[src/rtl/rtc_pkg.sv]
package rtc_pkg;

  typedef enum logic [3:0] {
    IDX_SEC   = 4'd0,
    IDX_MIN   = 4'd1,
    IDX_HOUR  = 4'd2,
    IDX_WDAY  = 4'd3,
    IDX_MDAY  = 4'd4,
    IDX_MON   = 4'd5,
    IDX_YEAR  = 4'd6,
    IDX_ASEC  = 4'd8,
    IDX_AMIN  = 4'd9,
    IDX_AHOUR = 4'd10
  } reg_idx_e;

  // Internal time is always kept in plain binary.
  typedef struct packed {
    logic [5:0] sec;
    logic [5:0] min;
    logic [4:0] hour;
    logic [2:0] wday;
    logic [4:0] mday;
    logic [3:0] mon;
    logic [6:0] year;
  } cal_t;

  function automatic logic [7:0] to_field(input logic [6:0] v, input logic bin);
    logic [3:0] tens;
    logic [3:0] units;
    tens  = 4'(v / 7'd10);
    units = 4'(v % 7'd10);
    return bin ? {1'b0, v} : {tens, units};
  endfunction

  function automatic logic [6:0] from_field(input logic [7:0] f, input logic bin);
    logic [7:0] t;
    t = ({4'b0, f[7:4]} * 8'd10) + {4'b0, f[3:0]};
    return bin ? f[6:0] : t[6:0];
  endfunction

  function automatic logic [7:0] hour_to_field(input logic [4:0] h, input logic bin,
                                               input logic h24);
    logic [4:0] h12;
    logic       pm;
    pm  = (h >= 5'd12);
    h12 = pm ? (h - 5'd12) : h;
    if (h12 == 5'd0) h12 = 5'd12;
    if (h24) return to_field({2'b0, h}, bin);
    return {pm, 7'b0} | to_field({2'b0, h12}, bin);
  endfunction

  function automatic logic [4:0] hour_from_field(input logic [7:0] f, input logic bin,
                                                 input logic h24);
    logic [6:0] v;
    logic [4:0] h;
    v = from_field({1'b0, f[6:0]}, bin);
    if (h24) return v[4:0];
    h = (v == 7'd12) ? 5'd0 : v[4:0];
    return f[7] ? (h + 5'd12) : h;
  endfunction

  function automatic logic [4:0] month_days(input logic [3:0] mon, input logic [6:0] yr);
    case (mon)
      4'd2:                   return (yr[1:0] == 2'b00) ? 5'd29 : 5'd28;
      4'd4, 4'd6, 4'd9, 4'd11: return 5'd30;
      default:                return 5'd31;
    endcase
  endfunction

endpackage

[src/rtl/rtc_sec_timer.sv]
module rtc_sec_timer #(
  parameter int unsigned CLKS_PER_SEC = 32768,
  parameter int unsigned UIP_CYCLES   = 7
) (
  input  logic clk,
  input  logic rst_n,
  input  logic freeze_i,
  output logic tick_o,
  output logic uip_o
);
  localparam int unsigned CNT_W = (CLKS_PER_SEC > 2) ? $clog2(CLKS_PER_SEC) : 1;
  localparam logic [CNT_W-1:0] LAST_CNT  = CNT_W'(CLKS_PER_SEC - 1);
  localparam logic [CNT_W-1:0] WIN_START = CNT_W'(CLKS_PER_SEC - UIP_CYCLES);

  logic [CNT_W-1:0] cnt_q;

  always_ff @(posedge clk or negedge rst_n) begin
    if (!rst_n)                 cnt_q <= '0;
    else if (freeze_i)          cnt_q <= '0;
    else if (cnt_q == LAST_CNT) cnt_q <= '0;
    else                        cnt_q <= cnt_q + 1'b1;
  end

  assign tick_o = !freeze_i && (cnt_q == LAST_CNT);
  assign uip_o  = !freeze_i && (cnt_q >= WIN_START);

endmodule

[src/rtl/rtc_calendar.sv]
module rtc_calendar
  import rtc_pkg::*;
(
  input  logic       clk,
  input  logic       rst_n,
  input  logic       tick_i,
  input  logic       cfg_binary_i,
  input  logic       cfg_24h_i,
  input  logic       wr_en_i,
  input  logic [3:0] wr_idx_i,
  input  logic [7:0] wr_data_i,
  output cal_t       cur_o,
  output logic       upd_o
);
  cal_t       cur_q;
  cal_t       nxt;
  logic [4:0] dim;
  logic [6:0] wv;
  logic [4:0] wh;

  assign dim = month_days(cur_q.mon, cur_q.year);
  assign wv  = from_field(wr_data_i, cfg_binary_i);
  assign wh  = hour_from_field(wr_data_i, cfg_binary_i, cfg_24h_i);

  always_comb begin
    nxt = cur_q;
    if (tick_i) begin
      if (cur_q.sec >= 6'd59) begin
        nxt.sec = 6'd0;
        if (cur_q.min >= 6'd59) begin
          nxt.min = 6'd0;
          if (cur_q.hour >= 5'd23) begin
            nxt.hour = 5'd0;
            nxt.wday = (cur_q.wday >= 3'd7) ? 3'd1 : (cur_q.wday + 3'd1);
            if (cur_q.mday >= dim) begin
              nxt.mday = 5'd1;
              if (cur_q.mon >= 4'd12) begin
                nxt.mon  = 4'd1;
                nxt.year = (cur_q.year >= 7'd99) ? 7'd0 : (cur_q.year + 7'd1);
              end else begin
                nxt.mon = cur_q.mon + 4'd1;
              end
            end else begin
              nxt.mday = cur_q.mday + 5'd1;
            end
          end else begin
            nxt.hour = cur_q.hour + 5'd1;
          end
        end else begin
          nxt.min = cur_q.min + 6'd1;
        end
      end else begin
        nxt.sec = cur_q.sec + 6'd1;
      end
    end
    if (wr_en_i) begin
      case (wr_idx_i)
        IDX_SEC:  nxt.sec  = wv[5:0];
        IDX_MIN:  nxt.min  = wv[5:0];
        IDX_HOUR: nxt.hour = wh;
        IDX_WDAY: nxt.wday = wv[2:0];
        IDX_MDAY: nxt.mday = wv[4:0];
        IDX_MON:  nxt.mon  = wv[3:0];
        IDX_YEAR: nxt.year = wv;
        default:  ;
      endcase
    end
  end

  always_ff @(posedge clk or negedge rst_n) begin
    if (!rst_n) begin
      cur_q <= '{sec: 6'd0, min: 6'd0, hour: 5'd0, wday: 3'd1,
                 mday: 5'd1, mon: 4'd1, year: 7'd0};
      upd_o <= 1'b0;
    end else begin
      cur_q <= nxt;
      upd_o <= tick_i;
    end
  end

  assign cur_o = cur_q;


  sec_step_chk: assert property (@(posedge clk) disable iff (!rst_n)
    tick_i && !wr_en_i && (cur_q.sec < 6'd59) |=> cur_q.sec == ($past(cur_q.sec) + 6'd1));


  hold_without_tick_chk: assert property (@(posedge clk) disable iff (!rst_n)
    !tick_i && !wr_en_i |=> cur_q == $past(cur_q));


  month_wrap_chk: assert property (@(posedge clk) disable iff (!rst_n)
    tick_i && !wr_en_i && (cur_q.mon == 4'd12) && (cur_q.mday >= dim) &&
    (cur_q.hour == 5'd23) && (cur_q.min == 6'd59) && (cur_q.sec == 6'd59)
    |=> cur_q.mon == 4'd1);

endmodule

[src/rtl/rtc_alarm.sv]
module rtc_alarm
  import rtc_pkg::*;
(
  input  logic            clk,
  input  logic            rst_n,
  input  logic            cfg_binary_i,
  input  logic            cfg_24h_i,
  input  logic            wr_en_i,
  input  logic [3:0]      wr_idx_i,
  input  logic [7:0]      wr_data_i,
  input  cal_t            cur_i,
  input  logic            upd_i,
  output logic [2:0][7:0] alm_o,
  output logic            alarm_o
);
  localparam int unsigned NFIELDS = 3;

  logic [6:0]         cur_f [NFIELDS];
  logic [NFIELDS-1:0] hit;

  assign cur_f[0] = {1'b0, cur_i.sec};
  assign cur_f[1] = {1'b0, cur_i.min};
  assign cur_f[2] = {2'b0, cur_i.hour};

  for (genvar i = 0; i < NFIELDS; i++) begin : g_field
    localparam logic [3:0] FIELD_IDX = 4'(int'(IDX_ASEC) + i);
    logic [7:0] q;
    logic [6:0] dec;

    always_ff @(posedge clk or negedge rst_n) begin
      if (!rst_n)                                q <= 8'h00;
      else if (wr_en_i && wr_idx_i == FIELD_IDX) q <= wr_data_i;
    end

    if (i == NFIELDS - 1) begin : g_hour
      assign dec = {2'b0, hour_from_field(q, cfg_binary_i, cfg_24h_i)};
    end else begin : g_plain
      assign dec = from_field(q, cfg_binary_i);
    end

    assign hit[i]   = (q[7:6] == 2'b11) || (dec == cur_f[i]);
    assign alm_o[i] = q;
  end

  always_ff @(posedge clk or negedge rst_n) begin
    if (!rst_n) alarm_o <= 1'b0;
    else        alarm_o <= upd_i && (&hit);
  end


  alarm_follows_update_chk: assert property (@(posedge clk) disable iff (!rst_n)
    alarm_o |-> $past(upd_i));


  all_wild_fires_chk: assert property (@(posedge clk) disable iff (!rst_n)
    upd_i && (alm_o[0][7:6] == 2'b11) && (alm_o[1][7:6] == 2'b11) &&
    (alm_o[2][7:6] == 2'b11) && !wr_en_i |=> alarm_o);

endmodule

[src/rtl/rtc_reg_view.sv]
module rtc_reg_view
  import rtc_pkg::*;
(
  input  logic            cfg_binary_i,
  input  logic            cfg_24h_i,
  input  logic [3:0]      rd_idx_i,
  input  cal_t            cur_i,
  input  logic [2:0][7:0] alm_i,
  output logic [7:0]      rd_data_o
);
  always_comb begin
    case (rd_idx_i)
      IDX_SEC:   rd_data_o = to_field({1'b0, cur_i.sec}, cfg_binary_i);
      IDX_MIN:   rd_data_o = to_field({1'b0, cur_i.min}, cfg_binary_i);
      IDX_HOUR:  rd_data_o = hour_to_field(cur_i.hour, cfg_binary_i, cfg_24h_i);
      IDX_WDAY:  rd_data_o = to_field({4'b0, cur_i.wday}, cfg_binary_i);
      IDX_MDAY:  rd_data_o = to_field({2'b0, cur_i.mday}, cfg_binary_i);
      IDX_MON:   rd_data_o = to_field({3'b0, cur_i.mon}, cfg_binary_i);
      IDX_YEAR:  rd_data_o = to_field(cur_i.year, cfg_binary_i);
      IDX_ASEC:  rd_data_o = alm_i[0];
      IDX_AMIN:  rd_data_o = alm_i[1];
      IDX_AHOUR: rd_data_o = alm_i[2];
      default:   rd_data_o = 8'h00;
    endcase
  end
endmodule

[src/rtl/rtc_time_core.sv]
module rtc_time_core
  import rtc_pkg::*;
#(
  parameter int unsigned CLKS_PER_SEC = 32768
) (
  input  logic       clk,
  input  logic       rst_n,
  input  logic       cfg_set,
  input  logic       cfg_binary,
  input  logic       cfg_24h,
  input  logic       wr_en,
  input  logic [3:0] wr_idx,
  input  logic [7:0] wr_data,
  input  logic [3:0] rd_idx,
  output logic [7:0] rd_data,
  output logic       uip,
  output logic       upd_pulse,
  output logic       alarm_pulse
);
  localparam longint unsigned UIP_RAW = (64'(CLKS_PER_SEC) * 64'd244) / 64'd1000000;
  localparam int unsigned UIP_CYCLES  = (UIP_RAW == 64'd0) ? 1 : int'(UIP_RAW);

  logic            tick;
  cal_t            cur;
  logic [2:0][7:0] alm;

  rtc_sec_timer #(
    .CLKS_PER_SEC(CLKS_PER_SEC),
    .UIP_CYCLES  (UIP_CYCLES)
  ) u_timer (
    .clk     (clk),
    .rst_n   (rst_n),
    .freeze_i(cfg_set),
    .tick_o  (tick),
    .uip_o   (uip)
  );

  rtc_calendar u_cal (
    .clk         (clk),
    .rst_n       (rst_n),
    .tick_i      (tick),
    .cfg_binary_i(cfg_binary),
    .cfg_24h_i   (cfg_24h),
    .wr_en_i     (wr_en),
    .wr_idx_i    (wr_idx),
    .wr_data_i   (wr_data),
    .cur_o       (cur),
    .upd_o       (upd_pulse)
  );

  rtc_alarm u_alarm (
    .clk         (clk),
    .rst_n       (rst_n),
    .cfg_binary_i(cfg_binary),
    .cfg_24h_i   (cfg_24h),
    .wr_en_i     (wr_en),
    .wr_idx_i    (wr_idx),
    .wr_data_i   (wr_data),
    .cur_i       (cur),
    .upd_i       (upd_pulse),
    .alm_o       (alm),
    .alarm_o     (alarm_pulse)
  );

  rtc_reg_view u_view (
    .cfg_binary_i(cfg_binary),
    .cfg_24h_i   (cfg_24h),
    .rd_idx_i    (rd_idx),
    .cur_i       (cur),
    .alm_i       (alm),
    .rd_data_o   (rd_data)
  );


  upd_after_window_chk: assert property (@(posedge clk) disable iff (!rst_n)
    upd_pulse |-> $past(uip));


  upd_single_cycle_chk: assert property (@(posedge clk) disable iff (!rst_n)
    upd_pulse |=> !upd_pulse);


  frozen_no_update_chk: assert property (@(posedge clk) disable iff (!rst_n)
    cfg_set |=> !upd_pulse);

endmodule

[config.mk]
export PLATFORM = sky130hd
export DESIGN_NAME = rtc_time_core
export DESIGN_NICKNAME = d
export VERILOG_FILES = /design/src/rtl/rtc_pkg.sv /design/src/rtl/rtc_sec_timer.sv /design/src/rtl/rtc_calendar.sv /design/src/rtl/rtc_alarm.sv /design/src/rtl/rtc_reg_view.sv /design/src/rtl/rtc_time_core.sv
export SDC_FILE = /design/constraint.sdc
export NUM_CORES = 1
export LEC_CHECK = 0
export BUFFER_PORTS_ARGS = -buffer_cell sky130_fd_sc_hd__buf_2
export CORE_MARGIN = 10
export CORE_UTILIZATION = 25
export DETAILED_ROUTE_END_ITERATION = 12
export PLACE_DENSITY = 0.48
export SLEW_MARGIN = 20
export SYNTH_ARGS = -nofsm -noshare
export SYNTH_HDL_FRONTEND = slang
export SYNTH_SLANG_ARGS = --single-unit
[constraint.sdc]
create_clock -name clk -period 5.5 [get_ports clk]
set_input_delay 0.55 -clock clk [delete_from_list [all_inputs] [get_ports clk]]
set_output_delay 0.55 -clock clk [all_outputs]
set_load 0.05 [all_outputs]
==> flow_summary.ini <==
[die]
die-height_um = 207
i_o_pin_cnt = 33
die_x_extent_um = 207
rows = 68
core_region_area_mm2 = 0.0345
starting_density_pct = 25.3
die_area_mm2 = 0.0429

[synthesis]
synth_warnings = 0
yosys_register_bits = 77
ys.flop_type = dfrtp_1
post_synth_instance_area_mm2 = 0.00875
synth_enable_flop_cells = 0
sequential_share_of_the_synthesized_area_pct = 22.1
netlist_cell_types = 78
yosys-top-cells-count = nor2_1, nand2_1, o21ai_0
postSynthAreaPerCell_um2 = 7.79
synth_largest_area_cell = dfrtp_1
postSynthNetCount = 1225
cells_after_synth = 1123
largest_cells_by_area_after_synthesis = dfrtp_1, ha_1, nor2_1
synth.most_common_cell = nor2_1
async_flop_share_pct = 100
yosysTopAreaCellShare_pct = 21.2

[critical_path]
startpoint_type = flip-flop
crit_slowest_cell = ha_1
cpMostUsedCell = ha_1
critical_path_peak_fanout = 9
crit_arrival_ns = 4.54
worst_stage_delay_on_the_critical_path_ns = 0.44
crit_chain = inv_1 -> ha_1 -> mux2i_1 -> o211ai_1 -> nand2_1 -> inv_1 -> ha_1 -> inv_1 -> ha_1 -> a41oi_1 -> o21a_2 -> xnor2_1 -> ha_1 -> a211oi_1 -> a221o_1 -> o311ai_2 -> o2111ai_2 -> buf_2
criticalPathCategory = reg -> out
cp-end-kind = output port
timing.critical_path.required_ns = 4.95

[final_layout]
num-nets-final = 1212
syn2layout_area_growth_pct = 10.6
final_cell_area_mm2 = 0.00967
diodes = 0
final_layout_size_suffix_gt1_share_pct = 9.60
layoutNonFillerInstCount = 1570

[placement]
place.port_buffers = 32
dp_cells = 1554
finalWeightedCongestion = 0.901
detailedPlace.worstSlack_ns = 0.315
place.detailed.hpwl_um = 21900
post_dp_cell_area_mm2 = 0.00932

[timing]
clock_skew_ns = 0.00664
fin_setup_tns_ns = 0
whs_ns = 0.0877
max_slew_margin_pct = 35.8
drv_slew = 0
final_period_minus_worst_setup_slack_ns = 5.09
max_clock_freq_ghz = 0.197
finalSetupViolCount = 0
rsz0062_at_grt = false
min_period_over_period_pct = 92.5
hold_viol = 0
timing_worst_slew_pin_value_ns = 0.955
finalWorstSetupSlack_ns = 0.412

[detailed_routing]
drt_first_pass_iters = 7
detail-route-antenna-nets = 0
avgRoutedWirePerCell_um = 18.5
drcViolationCount = 0
routed-via-count = 8351
initialDrtViolationCount = 581
vias_per_cell = 5.32
route.final.wire_length_um = 29000

[global_routing]
grt_antenna_before_repair = 0
gr-usage-all-layers_pct = 12.9
grt_overflow = 0
grt_pass1_wl_um = 45400
grt_start_max_net_pins = 74
via_count_of_the_first_global_routing_pass = 7801

[cts]
cts_setup_buffers = 0
numClockSinks = 77
cts-resized-gates = 1
clk_root_buffer_cell = clkbuf_16
cts_tree = yes
tritoncts.num_buffers = 9
ctsLongestPathBuffers = 2
ctsHtreeMaxLevel = 3
clk_pin_slew_worst_paths_ns = 0.07
clk-insertion-delay-late_ns = 0.35
postCtsHoldBufs = 0

[pwr]
vdd_ir_drop_max_mv = 0.160
power-per-cell-area_mw_per_mm2 = 358
cellLeakagePower_nw = 4.00

[run]
max_cap_violations = 0

[hold_path]
hp-class = in -> async

[run_status]
status = finished, final reports clean
routing by layer:
metal  global-route usage [%]  routed length (µm)
met5                        0                   0
met4                     3.01                 474
met3                     1.88                1150
met2                     20.5               13100
met1                     18.0               14300
layout by cell type (no fill, tap or decap), types with 22 or more instances in the layout:
cell      instances
nand2_1          93
mux2_2           24
inv_1            54
o211ai_1         22
buf_2            31
nor3_1           35
xnor2_1          27
xor2_1           26
nor2b_1          28
a21oi_1          67
dfrtp_1          74
o21ai_0          75
nor2_1          100
nand3_1          37
mux2i_1          24
ha_1             72
state kept, by name (all words and copies together) (netlist names):
register and cells:
u_alarm.g_field.q 24, u_alarm.alarm_o 1, u_cal.upd_o 1, u_timer.cnt_q 15, u_cal.cur_o 36
stage by stage:
stage               util [%]  power, W
floorplan                  -   0.00229
global placement        27.0   0.00273
detailed placement      27.0   0.00275
CTS                     27.9   0.00346
global route            28.0   0.00375
finish                  28.0   0.00346
layout make-up:
class	count	area, µm²
Clock buffer	10	239
Clock inverter	6	93.8
Fill cell	3804	24900
Inverter	54	203
Multi-Input combinational cell	923	6360
Sequential cell	77	1930
Tap cell	455	569
Timing Repair Buffer	45	273
final timing paths:
kind / to / cells after the start / slack [ns] / startpoint
setup / recovery: rd_data[2] / 18 / 0.41 / u_cal.cur_o[22]$_DFF_PN0_
hold / removal: u_timer.cnt_q[11]$_DFF_PN0_ / 1 / 0.09 / rst_n
setup reg to reg: u_cal.cur_o[16]$_DFF_PN1_ / 7 / 1.93 / u_cal.cur_o[34]$_DFF_PN0_
hold reg to reg: u_timer.cnt_q[11]$_DFF_PN0_ / 2 / 0.54 / u_timer.cnt_q[11]$_DFF_PN0_
max in group asynchronous: u_cal.cur_o[2]$_DFF_PN0_ / 2 / 4.30 / rst_n
min in group clk: u_timer.cnt_q[2]$_DFF_PN0_ / 2 / 0.43 / cfg_set
cells by family after synthesis:
logic type                 synth area share (%)
and+or+nand+nor                            24.2
buffers and inverters                      5.39
DFF                                        22.1
xor gates and xnor gates                   5.31
AOI/OAI and AO/OA                          25.1
muxes                                      5.84
adders and majority gates                  12.0
power by group:
group          leakage (nW)  total [W]  switching [W]  internal, W
combinational          2.89    0.00179        0.00102     0.000765
sequential            0.952   0.000978       0.000305     0.000674
clock                 0.160   0.000694       0.000280     0.000415
worst max-delay path: cells and delay by family, from the launching register on:
family                     cells  cell delay (ns)
AOI/OAI and AO/OA              7             1.75
adders and majority gates      4             1.06
buffers and inverters          4             0.57
DFF                            1             0.34
and+or+nand+nor                1             0.17
xor gates and xnor gates       1             0.15
muxes                          1             0.13
(Power assumes the default switching activity.)
